### src/rtl/trig_evt_pkg.sv
package trig_evt_pkg;

    localparam int unsigned ADDR_W = 12;
    localparam int unsigned DATA_W = 32;
    localparam int unsigned WORD_W = 6;

    localparam logic [3:0] REGION_TASK = 4'h0;
    localparam logic [3:0] REGION_EVT  = 4'h1;

    localparam logic [ADDR_W-1:0] OFS_MASK_RD  = 12'h300;
    localparam logic [ADDR_W-1:0] OFS_MASK_SET = 12'h304;
    localparam logic [ADDR_W-1:0] OFS_MASK_CLR = 12'h308;

endpackage

### src/rtl/trig_evt_decode.sv
module trig_evt_decode
    import trig_evt_pkg::*;
#(
    parameter int unsigned NUM_CH = 16
) (
    input  logic              wr,
    input  logic [ADDR_W-1:0] addr,
    input  logic [DATA_W-1:0] wdata,
    input  logic [NUM_CH-1:0] flags,
    input  logic [NUM_CH-1:0] mask,
    output logic [NUM_CH-1:0] sw_trig,
    output logic [NUM_CH-1:0] sw_clr,
    output logic [NUM_CH-1:0] en_set,
    output logic [NUM_CH-1:0] en_clr,
    output logic [DATA_W-1:0] rd_value
);

    logic [WORD_W-1:0] word;
    logic [NUM_CH-1:0] hit;
    logic              aligned;
    logic              in_task;
    logic              in_evt;
    logic              unused_hi;

    assign word      = addr[WORD_W+1:2];
    assign aligned   = (addr[1:0] == 2'b00) && (int'(word) < NUM_CH);
    assign in_task   = aligned && (addr[ADDR_W-1:8] == REGION_TASK);
    assign in_evt    = aligned && (addr[ADDR_W-1:8] == REGION_EVT);
    assign unused_hi = ^wdata;

    always_comb begin
        for (int i = 0; i < NUM_CH; i++) begin
            hit[i] = (word == WORD_W'(i));
        end
    end

    always_comb begin
        sw_trig  = '0;
        sw_clr   = '0;
        en_set   = '0;
        en_clr   = '0;
        rd_value = '0;
        if (in_task && wr && wdata[0]) begin
            sw_trig = hit;
        end
        if (in_evt) begin
            rd_value[0] = |(flags & hit);
            if (wr && !wdata[0]) begin
                sw_clr = hit;
            end
        end
        if (addr == OFS_MASK_RD || addr == OFS_MASK_SET || addr == OFS_MASK_CLR) begin
            rd_value[NUM_CH-1:0] = mask;
        end
        if (wr && addr == OFS_MASK_SET) begin
            en_set = wdata[NUM_CH-1:0];
        end
        if (wr && addr == OFS_MASK_CLR) begin
            en_clr = wdata[NUM_CH-1:0];
        end
    end

endmodule

### src/rtl/trig_evt_chan.sv
module trig_evt_chan (
    input  logic clk,
    input  logic rst_n,
    input  logic sw_trig,
    input  logic hw_trig,
    input  logic sw_clr,
    output logic flag,
    output logic pulse
);

    typedef struct packed {
        logic flag;
        logic pulse;
    } chan_state_t;

    chan_state_t s_d, s_q;
    logic        fire;

    assign fire = sw_trig | hw_trig;

    always_comb begin
        s_d       = s_q;
        s_d.flag  = fire | (s_q.flag & ~sw_clr);
        s_d.pulse = fire & ~s_q.flag;
    end

    always_ff @(posedge clk or negedge rst_n) begin
        if (!rst_n) begin
            s_q <= '0;
        end else begin
            s_q <= s_d;
        end
    end

    assign flag  = s_q.flag;
    assign pulse = s_q.pulse;

    a_r1_task_sets_flag: assert property (@(posedge clk) disable iff (!rst_n)
        sw_trig |=> flag);
    a_r2_hw_sets_flag: assert property (@(posedge clk) disable iff (!rst_n)
        hw_trig |=> flag);
    a_r3_flag_sticky: assert property (@(posedge clk) disable iff (!rst_n)
        (flag && !sw_clr) |=> flag);
    a_r8_trigger_beats_clear: assert property (@(posedge clk) disable iff (!rst_n)
        ((sw_trig || hw_trig) && sw_clr) |=> flag);
    a_r9_pulse_on_rise: assert property (@(posedge clk) disable iff (!rst_n)
        $rose(flag) |-> pulse);
    a_r9_pulse_only_on_rise: assert property (@(posedge clk) disable iff (!rst_n)
        pulse |-> $rose(flag));

endmodule

### src/rtl/trig_evt_inten.sv
module trig_evt_inten #(
    parameter int unsigned NUM_CH = 16
) (
    input  logic              clk,
    input  logic              rst_n,
    input  logic [NUM_CH-1:0] set_bits,
    input  logic [NUM_CH-1:0] clr_bits,
    output logic [NUM_CH-1:0] mask
);

    typedef struct packed {
        logic [NUM_CH-1:0] mask;
    } en_state_t;

    en_state_t s_d, s_q;

    always_comb begin
        s_d      = s_q;
        s_d.mask = (s_q.mask | set_bits) & ~clr_bits;
    end

    always_ff @(posedge clk or negedge rst_n) begin
        if (!rst_n) begin
            s_q <= '0;
        end else begin
            s_q <= s_d;
        end
    end

    assign mask = s_q.mask;

    a_r4_set_takes: assert property (@(posedge clk) disable iff (!rst_n)
        (|set_bits && clr_bits == '0) |=> ((mask & $past(set_bits)) == $past(set_bits)));
    a_r5_clr_takes: assert property (@(posedge clk) disable iff (!rst_n)
        (|clr_bits) |=> ((mask & $past(clr_bits)) == '0));
    a_r4_idle_holds: assert property (@(posedge clk) disable iff (!rst_n)
        (set_bits == '0 && clr_bits == '0) |=> $stable(mask));

endmodule

### src/rtl/trig_evt_unit.sv
module trig_evt_unit
    import trig_evt_pkg::*;
#(
    parameter int unsigned NUM_CH = 16
) (
    input  logic              clk,
    input  logic              rst_n,
    input  logic              bus_wr,
    input  logic              bus_rd,
    input  logic [11:0]       bus_addr,
    input  logic [31:0]       bus_wdata,
    output logic [31:0]       bus_rdata,
    input  logic [NUM_CH-1:0] hw_task,
    output logic [NUM_CH-1:0] evt_pulse,
    output logic              irq
);

    typedef struct packed {
        logic [DATA_W-1:0] rdata;
    } top_state_t;

    top_state_t        s_d, s_q;
    logic [NUM_CH-1:0] flags;
    logic [NUM_CH-1:0] mask;
    logic [NUM_CH-1:0] sw_trig;
    logic [NUM_CH-1:0] sw_clr;
    logic [NUM_CH-1:0] en_set;
    logic [NUM_CH-1:0] en_clr;
    logic [DATA_W-1:0] rd_value;

    trig_evt_decode #(.NUM_CH(NUM_CH)) u_decode (
        .wr       (bus_wr),
        .addr     (bus_addr),
        .wdata    (bus_wdata),
        .flags    (flags),
        .mask     (mask),
        .sw_trig  (sw_trig),
        .sw_clr   (sw_clr),
        .en_set   (en_set),
        .en_clr   (en_clr),
        .rd_value (rd_value)
    );

    trig_evt_inten #(.NUM_CH(NUM_CH)) u_inten (
        .clk      (clk),
        .rst_n    (rst_n),
        .set_bits (en_set),
        .clr_bits (en_clr),
        .mask     (mask)
    );

    for (genvar g = 0; g < NUM_CH; g++) begin : g_chan
        trig_evt_chan u_chan (
            .clk     (clk),
            .rst_n   (rst_n),
            .sw_trig (sw_trig[g]),
            .hw_trig (hw_task[g]),
            .sw_clr  (sw_clr[g]),
            .flag    (flags[g]),
            .pulse   (evt_pulse[g])
        );
    end

    always_comb begin
        s_d = s_q;
        if (bus_rd) begin
            s_d.rdata = rd_value;
        end
    end

    always_ff @(posedge clk or negedge rst_n) begin
        if (!rst_n) begin
            s_q <= '0;
        end else begin
            s_q <= s_d;
        end
    end

    assign bus_rdata = s_q.rdata;
    assign irq       = |(flags & mask);

    a_r7_no_irq_when_masked: assert property (@(posedge clk) disable iff (!rst_n)
        (mask == '0) |-> !irq);
    a_r7_no_irq_without_flags: assert property (@(posedge clk) disable iff (!rst_n)
        (flags == '0) |-> !irq);
    a_r6_enable_makes_no_pulse: assert property (@(posedge clk) disable iff (!rst_n)
        (|en_set && hw_task == '0) |=> (evt_pulse == '0));
    a_r10_task_reads_zero: assert property (@(posedge clk) disable iff (!rst_n)
        (bus_rd && bus_addr[11:8] == REGION_TASK) |=> (bus_rdata == '0));
    a_r12_rdata_holds: assert property (@(posedge clk) disable iff (!rst_n)
        !bus_rd |=> $stable(bus_rdata));

endmodule

### config.mk
export PLATFORM = sky130hd
export DESIGN_NAME = trig_evt_unit
export DESIGN_NICKNAME = d
export VERILOG_FILES = /design/src/rtl/trig_evt_pkg.sv /design/src/rtl/trig_evt_decode.sv /design/src/rtl/trig_evt_chan.sv /design/src/rtl/trig_evt_inten.sv /design/src/rtl/trig_evt_unit.sv
export SDC_FILE = /design/constraint.sdc
export NUM_CORES = 1
export LEC_CHECK = 0
export ABC_AREA = 1
export BUFFER_PORTS_ARGS = -buffer_cell sky130_fd_sc_hd__clkbuf_2
export CORE_ASPECT_RATIO = 0.75
export CORE_MARGIN = 4
export CORE_UTILIZATION = 45
export DETAILED_ROUTE_END_ITERATION = 8
export GPL_ROUTABILITY_DRIVEN = 0
export GPL_TIMING_DRIVEN = 0
export HOLD_SLACK_MARGIN = 0.06
export PLACE_DENSITY = 0.72
export SYNTH_ARGS = -nofsm -noshare
export SYNTH_HDL_FRONTEND = slang
export SYNTH_HIERARCHICAL = 1
export SYNTH_SLANG_ARGS = --single-unit
### constraint.sdc
create_clock -name clk -period 1.7 [get_ports clk]
set_clock_uncertainty 0.1 [all_clocks]
set_input_delay 0.51 -clock clk [delete_from_list [all_inputs] [get_ports clk]]
set_output_delay 0.51 -clock clk [all_outputs]
set_load 0.05 [all_outputs]
### After elaboration in Yosys (flattened, before gate mapping)

Cells that the tools add are included.

| operators by class | value |
|---|---|
| add/subtract/negate cells | 0 |
| multiply operators | 0 |
| div/mod/pow operators | 0 |
| magnitude comparators | 1 |
| equality and inequality tests | 19 |
| shifts and indexed selects | 0 |
| multiplexer cells | 7 |
| bitwise operators | 101 |
| reduce and logical (&&, ||, !) cells | 16 |

Operators by type and width:

| cell | count |
|---|---|
| $mux 16 | 6 |
| $and 16x16->16 | 3 |
| $eq 6x4->1 const B | 8 |
| $eq 12x10->1 const B | 3 |
| $and 1x1->1 | 32 |
| $not 1->1 | 32 |
| $or 1x1->1 | 32 |
| $reduce_or 16->1 | 2 |
| $eq 6x3->1 const B | 4 |
| $not 16->16 | 1 |
| $or 16x16->16 | 1 |
| $eq 6x2->1 const B | 2 |
| $logic_and 1x1->1 | 8 |
| $eq 6x1->1 const B | 1 |
| $logic_not 6->1 | 1 |
| $lt 6x5->1 const B | 1 |
| $eq 4x1->1 const B | 1 |
| $logic_not 4->1 | 1 |
| $logic_not 2->1 | 1 |
| $logic_or 1x1->1 | 2 |
| $logic_not 1->1 | 1 |
| $mux 1 | 1 |

| word-level totals | value |
|---|---|
| bits in registers | 64 |
| bits in latches | 0 |
| RAM bits | 0 |
| ROM bits | 0 |
| bits of input ports | 64 |
| output and inout port bits | 49 |
| logic and storage cells | 178 |
| memories | 0 |

### Logic depth before layout (Yosys ltp)

Gate-level depths: netlist of the first run.

| depth | value |
|---|---|
| depth in word-level cells | 8 |
| depth in mapped cells | 11 |
| mapped depth without buffers | 11 |

### By module

The synthesis of the first run kept the hierarchy.

Modules (own cells, without submodules):

| module | instances | cells an instance | area each (um^2) | sequential area each (um^2) |
|---|---|---|---|---|
| trig_evt_unit | 1 | 103 | 1,478.9 | 800.8 |
| trig_evt_chan | 16 | 7 | 71.3 | 50.0 |
| trig_evt_decode | 1 | 232 | 1,138.6 | 0.0 |
| trig_evt_inten | 1 | 48 | 520.5 | 400.4 |

### Worst setup path before layout of the first run

OpenSTA, ideal clock, no wires.

| path | value |
|---|---|
| kind | input-to-reg |
| start point | in bus_addr[6] |
| end point | reg g_chan[5].u_chan.s_q (netlist bit g_chan[5].u_chan/flag) |
| setup time | 0.118 ns |
| arrival | 1.452 ns |
| required time | 1.482 ns |
| slack | 0.030 ns |
| cell stages on the path | 10 |
| path buffers | 1 |
| path through | inv_2 -> nand2_4 -> nor3_4 -> and3_4 -> nand3_4 -> buf_6 -> nor2_2 -> inv_1 -> nand2_1 -> nand2_1 |

RTL lines:

| element | line | RTL |
|---|---|---|
| from (decl) | trig_evt_unit.sv:10 | `input logic [11:0] bus_addr,` |
| to (signal assigned) | trig_evt_chan.sv:29 | `s_q <= '0;` |
| to (signal assigned) | trig_evt_chan.sv:31 | `s_q <= s_d;` |
| to (decl) | trig_evt_chan.sv:16 | `chan_state_t s_d, s_q;` |

### Final worst setup path of the first run

| path | value |
|---|---|
| start point | reg g_chan[15].u_chan.s_q (netlist bit g_chan[15].u_chan/flag) |
| end point | out irq |

| on the way | value |
|---|---|
| longest elaborated chain between the ends | 2 |

RTL lines:

| element | line | RTL |
|---|---|---|
| from (decl) | trig_evt_chan.sv:16 |  |
| from (signal assigned) | trig_evt_chan.sv:29 |  |
| from (signal assigned) | trig_evt_chan.sv:31 |  |
| $and 16x16->16 | trig_evt_unit.sv:80 | `assign irq = \|(flags & mask);` |
| $reduce_or 16->1 | trig_evt_unit.sv:80 |  |
| to (decl) | trig_evt_unit.sv:15 | `output logic irq` |

Every way passes these cells.

==> results of run 1 <==
## synth_stat cells
master	count	area (µm²)
nor2_2	27	169
mux2_2	2	22.5
nand2b_1	1	6.26
mux2_4	30	450
and3_4	1	11.3
buf_4	17	128
nor2_4	3	33.8
nor3_4	1	16.3
nand4_4	2	42.5
buf_2	4	20.0
nand3_2	1	10.0
nand4_1	6	37.5
buf_12	3	60.1
inv_1	64	240
inv_2	3	11.3
o2111ai_4	1	26.3
nand2_1	95	357
o21ai_0	1	5.00
conb_1	1	3.75
nand3_1	9	45.0
nand2_4	1	11.3
clkinv_2	1	5.00
dfrtp_1	80	2000
buf_6	3	33.8
nand3_4	1	17.5
nor2_1	137	514
## power by group through the flow
stage / registers (mW) / clock network (mW) / logic (mW)
2_1_floorplan: 2.14 / 0 / 0.228
3_3_place_gp: 2.00 / 0 / 0.538
3_5_place_dp: 2.00 / 0 / 0.555
5_1_grt: 1.97 / 2.20 / 0.620
4_1_cts: 1.97 / 2.12 / 0.559
6_report: 1.97 / 2.07 / 0.577
## worst max-delay path by stage
stage	from	endpoint	slack, ns	depth (start not counted)
global placement	rst_n	bus_rdata[22]	-0.82	1
floorplan	bus_addr[6]	g_chan[5].u_chan/flag	0.03	10
finish	g_chan[15].u_chan/flag	irq	-0.22	7
detailed placement	bus_addr[4]	bus_rdata[0]	-0.32	10
CTS	u_inten/mask[9]	irq	-0.24	7
global route	u_inten/mask[9]	irq	-0.33	7
## through the flow
step	utilization [%]	hold WS, ns	instances	setup WS, ns	total power, mW
after floorplan	-	0.114	510	0.0300	2.36
after global placement	54.3	0.387	733	-0.823	2.54
after detailed placement	54.6	0.394	734	-0.318	2.56
after CTS	59.5	0.0827	766	-0.244	4.65
after global routing	60.7	0.0989	770	-0.328	4.79
final	60.7	0.0692	770	-0.217	4.61
## kinds of logic after synthesis
| family | count (synthesis) |
|---|---|
| compound gates | 2 |
| buf+inv | 95 |
| flops | 80 |
| mux | 32 |
| other cells | 1 |
| simple gates | 285 |
## sequential cells by signal, summed over array words and instances, names as in the netlist
signal               flops
bus_rdata               32
g_chan.u_chan/pulse     16
g_chan.u_chan/flag      16
u_inten/mask            16
## area by class of cell
type                       count  area, µm²
fill                         810       3600
clock buffer                  13        250
inverter                      68        267
timing repair buffer         116        696
buffer                        27        255
sequential                    80       2000
clock inverter                 3       65.1
tap                          128        160
multi-input combinational    335       1860
## per-layer routing
layer / GRT usage [%] / vias up / share of wire [%] / wire length [µm]
met5: 0 / - / 0 / 0
met4: 6.70 / 0 / 1.7 / 179
met3: 5.13 / 15 / 7.3 / 770
met2: 31.0 / 127 / 47 / 4990
met1: 25.7 / 1656 / 44 / 4620
li1: - / 1742 / - / -
## timing repair
action / 4_1_cts / 5_1_grt
pin swaps: 6 / 7
endpoints found under the hold margin: 0 / 0
resized for setup: 2 / 25
buffers inserted: 16 / 3
setup endpoints to repair: 1 / 22
gates cloned: 0 / 1
==> qor.csv, run 1 <==
stage;metric;value;unit
status;status;finished with violations;
status;violations;negative setup slack;
finish;insertedDiodeCount;0;
placed_design;dp_hpwl;7520;µm
routing;drtIter0Drc;285;
pwr;power.share.combinational;12.5;%
finish;design_area;5560;µm²
worst_setup_path;cp_num_buf_inv;2;
sta;post-route-period-util;113;%
finish;area_growth;29.9;%
pwr;ir_drop;448;µV
clock_tree;cts_sinks;80;
run;drv_cap;0;
finish;final_nets;701;
worst_setup_path;r2r_slack;0.06;ns
grt;grt.total_usage;19.4;%
pwr;power.share.clock;44.8;%
routing;detail_route.wl_per_cell;13.7;µm
routing;drt_first_pass_iters;5;
worst_setup_path;rr_worst_depth;8;
pwr;powerDensity;830;nW/µm²
pwr;power_switching;1.13;mW
sta;slew_headroom;66.0;%
worst_setup_path;cp_slowest_stage_delay;0.39;ns
synth;syn_area;4280;µm²
worst_setup_path;cp_top_family;flip-flops;
die;core;9160;µm²
synth;yosys.area_share.xor_xnor;0;%
grt;grt_pass1_wl;16900;µm
synth;ys_seq_area_share;46.8;%
worst_setup_path;reg2reg_to;bus_rdata[0];
die;die_w;121;µm
worst_setup_path;critical_path.endpoint_type;output pin;
placed_design;place_area;5000;µm²
clock_tree;htree_num_levels;3;
routing;postRouteAntennaNets;0;
clock_tree;clock_latency;0.33;ns
sta;setup_viol;1;
die;initial_core_util;46.7;%
synth;synth_adder_area_share;0;%
synth;syn-instance-count;495;
synth;synth-seq-cells;80;
clock_tree;clockBufferDepth;2;
worst_setup_path;cp_max_fo;2;
grt;grt_pass1_vias;3489;
pwr;seqPwrFrac;42.7;%
clock_tree;cts_tree;yes;
die;ioPinCount;113;
die;die_area;11100;µm²
synth;synth-compound-area-share;0.731;%
clock_tree;clk_pin_slew;0.05;ns
sta;fin_setup_tns;-0.217;ns
sta;hold_viol;0;
worst_setup_path;cp.arrival;1.31;ns
synth;synthSimpleGateAreaFrac;29.7;%
grt;antenna_found_initial;0;
finish;layout_common_cells;135 x nor2_1, 93 x nand2_1, 91 x clkbuf_2;
synth;synth.avg_cell_area;8.64;µm²
worst_setup_path;r2r-start;g_chan[4].u_chan/flag;
sta;fmax;522;MHz
pwr;p_leak;2.92;nW
grt;grt_overflow;0;
sta;rsz0062_at_grt;yes;
synth;synth_cell_types;26;
die;fp.dieH;92.5;µm
worst_setup_path;criticalPathCategory;reg -> out;
grt;grt_max_degree;47;
routing;vias;3540;
routing;drcViolationCount;0;
clock_tree;clockRootBuffer;clkbuf_16;
sta;setup_ws;-0.217;ns
sta;min_period;1.92;ns
finish;final_common_cell;nor2_1;
synth;synth_top_family_by_area;simple AND/OR/NAND/NOR gates;
placed_design;io_buffers;95;
worst_setup_path;cp_slowest_cell;dfrtp_1;
worst_setup_path;crit_required;1.09;ns
worst_setup_path;cp_cell_sequence;nand2_1, nand2_1, inv_1, nand2_1, nor2_1, nand2_1, buf_8;
pwr;internal_power;3.48;mW
sta;slew_violations;0;
finish;drive_gt1_share;36.6;%
clock_tree;cts_hold_buf;0;
worst_setup_path;cp-start-kind;flop;
routing;totalWireLength;10600;µm
clock_tree;numCtsBuffers;9;
synth;ys_warn_count;6;
worst_hold_path;hp-class;in -> async;
worst_setup_path;cpMostUsedCell;nand2_1;
synth;muxShareOfSynthArea;11.1;%
sta;worst_slew_pin_slew;0.510;ns
die;rows;30;
pwr;swShare;24.5;%
routing;vias_per_cell;4.60;
Note: power is estimated with default switching activity, not from simulation.
==> run 2, diff against run 1 <==
- PLACE_DENSITY: 0.72 -> 0.7
==> run 2 against run 1 <==
  * The run still ends with negative setup slack left
  * Flip-flop and latch count unchanged
  * Combinational power about the same
  * Power is 0.56% lower
  * Via count shrank 1.3%
  * Clock-buffer cell count is 2 lower
  * Worst hold slack better by 0.21 ns
  * Final area is 0.50% higher
  * Largest power group unchanged
==> qor.csv, run 2 (synthesis results as in run 1) <==
stage;metric;value;unit
die;die_w;121;µm
sta;hold_viol;0;
grt;grt.total_usage;19.5;%
clock_tree;numCtsBuffers;9;
worst_setup_path;cpMostUsedCell;nand2_1;
grt;antenna_found_initial;0;
worst_setup_path;cp_max_fo;2;
worst_setup_path;critical_path.endpoint_type;output pin;
clock_tree;htree_num_levels;3;
pwr;seqPwrFrac;42.8;%
grt;grt_overflow;0;
worst_setup_path;crit_required;1.09;ns
grt;grt_max_degree;55;
routing;drt_first_pass_iters;5;
pwr;p_leak;2.94;nW
finish;drive_gt1_share;37.2;%
clock_tree;cts_sinks;80;
pwr;powerDensity;821;nW/µm²
placed_design;place_area;5000;µm²
sta;min_period;1.94;ns
status;status;finished with violations;
pwr;ir_drop;499;µV
run;drv_cap;0;
sta;fmax;515;MHz
worst_setup_path;r2r_slack;0.11;ns
clock_tree;clockBufferDepth;2;
worst_setup_path;cp.arrival;1.33;ns
routing;postRouteAntennaNets;0;
clock_tree;clock_latency;0.33;ns
sta;setup_ws;-0.241;ns
grt;grt_pass1_vias;3465;
finish;area_growth;30.6;%
clock_tree;clockRootBuffer;clkbuf_16;
pwr;internal_power;3.39;mW
routing;vias_per_cell;4.52;
sta;rsz0062_at_grt;yes;
worst_hold_path;hp-class;in -> reg;
routing;totalWireLength;10400;µm
sta;post-route-period-util;114;%
worst_setup_path;criticalPathCategory;reg -> out;
routing;detail_route.wl_per_cell;13.4;µm
pwr;power.share.combinational;12.6;%
worst_setup_path;cp_slowest_cell;dfrtp_1;
finish;design_area;5590;µm²
worst_setup_path;cp_cell_sequence;nand2_1, nand2_1, inv_1, nand2_1, nor2_1, nand2_1, buf_8;
pwr;swShare;26.1;%
clock_tree;cts_tree;yes;
placed_design;io_buffers;95;
finish;insertedDiodeCount;0;
die;initial_core_util;46.7;%
placed_design;dp_hpwl;7540;µm
die;fp.dieH;92.5;µm
finish;largest_reg_flops;32;
pwr;power.share.clock;44.5;%
finish;final_nets;704;
worst_setup_path;cp_slowest_stage_delay;0.40;ns
worst_setup_path;cp-start-kind;flop;
finish;layout_common_cells;135 x nor2_1, 93 x nand2_1, 91 x clkbuf_2;
routing;drcViolationCount;0;
clock_tree;clk_pin_slew;0.07;ns
routing;vias;3494;
sta;fin_setup_tns;-0.241;ns
sta;slew_violations;0;
status;violations;negative setup slack;
die;die_area;11100;µm²
sta;setup_viol;1;
finish;final_common_cell;nor2_1;
pwr;power_switching;1.20;mW
die;rows;30;
die;ioPinCount;113;
grt;grt_pass1_wl;17100;µm
routing;drtIter0Drc;401;
die;core;9160;µm²
==> run 2: cell types whose count changed in the layout (fill, tap and decap cells not counted) <==
cell / change
clkbuf_1: -3
clkinv_4: +1
buf_4: +2
buf_6: -1
buf_8: +1
clkbuf_8: +1
dlygate4sd3_1: +1
inv_6: +2
bufinv_16: -1
==> run 2: final cells by class <==
| class | count | area (µm²) |
|---|---|---|
| multi-input cells | 335 | 1860 |
| inverters | 68 | 267 |
| plain buffers | 26 | 248 |
| clock inverters | 5 | 61.3 |
| flip-flops and latches | 80 | 2000 |
| fillers | 821 | 3570 |
| repair buffers | 120 | 732 |
| clock buffers | 11 | 253 |
| well taps | 128 | 160 |
==> run 2: power by group through the flow <==
stage	clock, mW	sequential [mW]	combinational (mW)
after detailed placement	0	2.00	0.554
after floorplan	0	2.14	0.228
final	2.04	1.96	0.580
after CTS	2.08	1.97	0.561
after global routing	2.17	1.97	0.623
after global placement	0	2.00	0.538
==> run 2: path summary, 6_finish.rpt <==
path                            cells past startpoint                      to                  start
worst max-delay path                                7                     irq        u_inten/mask[9]
worst min-delay path                                3   g_chan[0].u_chan/flag             hw_task[0]
worst max register to register                      8            bus_rdata[0]  g_chan[4].u_chan/flag
worst min register to register                      1           bus_rdata[31]          bus_rdata[31]
max in group asynchronous                           3        u_inten/mask[12]                  rst_n
min in group asynchronous                           2  g_chan[15].u_chan/flag                  rst_n
==> run 2: per-layer routing <==
layer	vias up	track usage [%]	routed length [µm]
met3	11	5.25	756
li1	1754	-	-
met5	-	0	0
met2	127	29.9	4640
met4	0	3.96	141
met1	1602	27.8	4860
==> run 2: what timing repair did <==
| item | in CTS | in global routing |
|---|---|---|
| hold endpoints to repair | 26 | 0 |
| pin swaps | 7 | 7 |
| gates cloned | 0 | 1 |
| hold buffers | 1 | 0 |
| resized for setup | 2 | 24 |
| setup endpoints to repair | 1 | 19 |
| buffers inserted | 18 | 4 |
==> run 2: stage by stage <==
step / hold slack (ns) / util [%] / std cells / total power, mW / setup WS [ns]
finish: 0.276 / 61.0 / 773 / 4.59 / -0.241
global route: 0.273 / 61.0 / 773 / 4.76 / -0.380
detailed placement: 0.391 / 54.6 / 734 / 2.56 / -0.332
floorplan: 0.114 / - / 510 / 2.36 / 0.0300
CTS: 0.269 / 59.7 / 769 / 4.60 / -0.248
global placement: 0.387 / 54.3 / 733 / 2.54 / -0.813
==> run 2: worst max-delay path: cells and delay by family (launching register included) <==
family,cells,cell delay (ns)
buf+inv,2,0.24
flops,1,0.40
simple gates,5,0.36
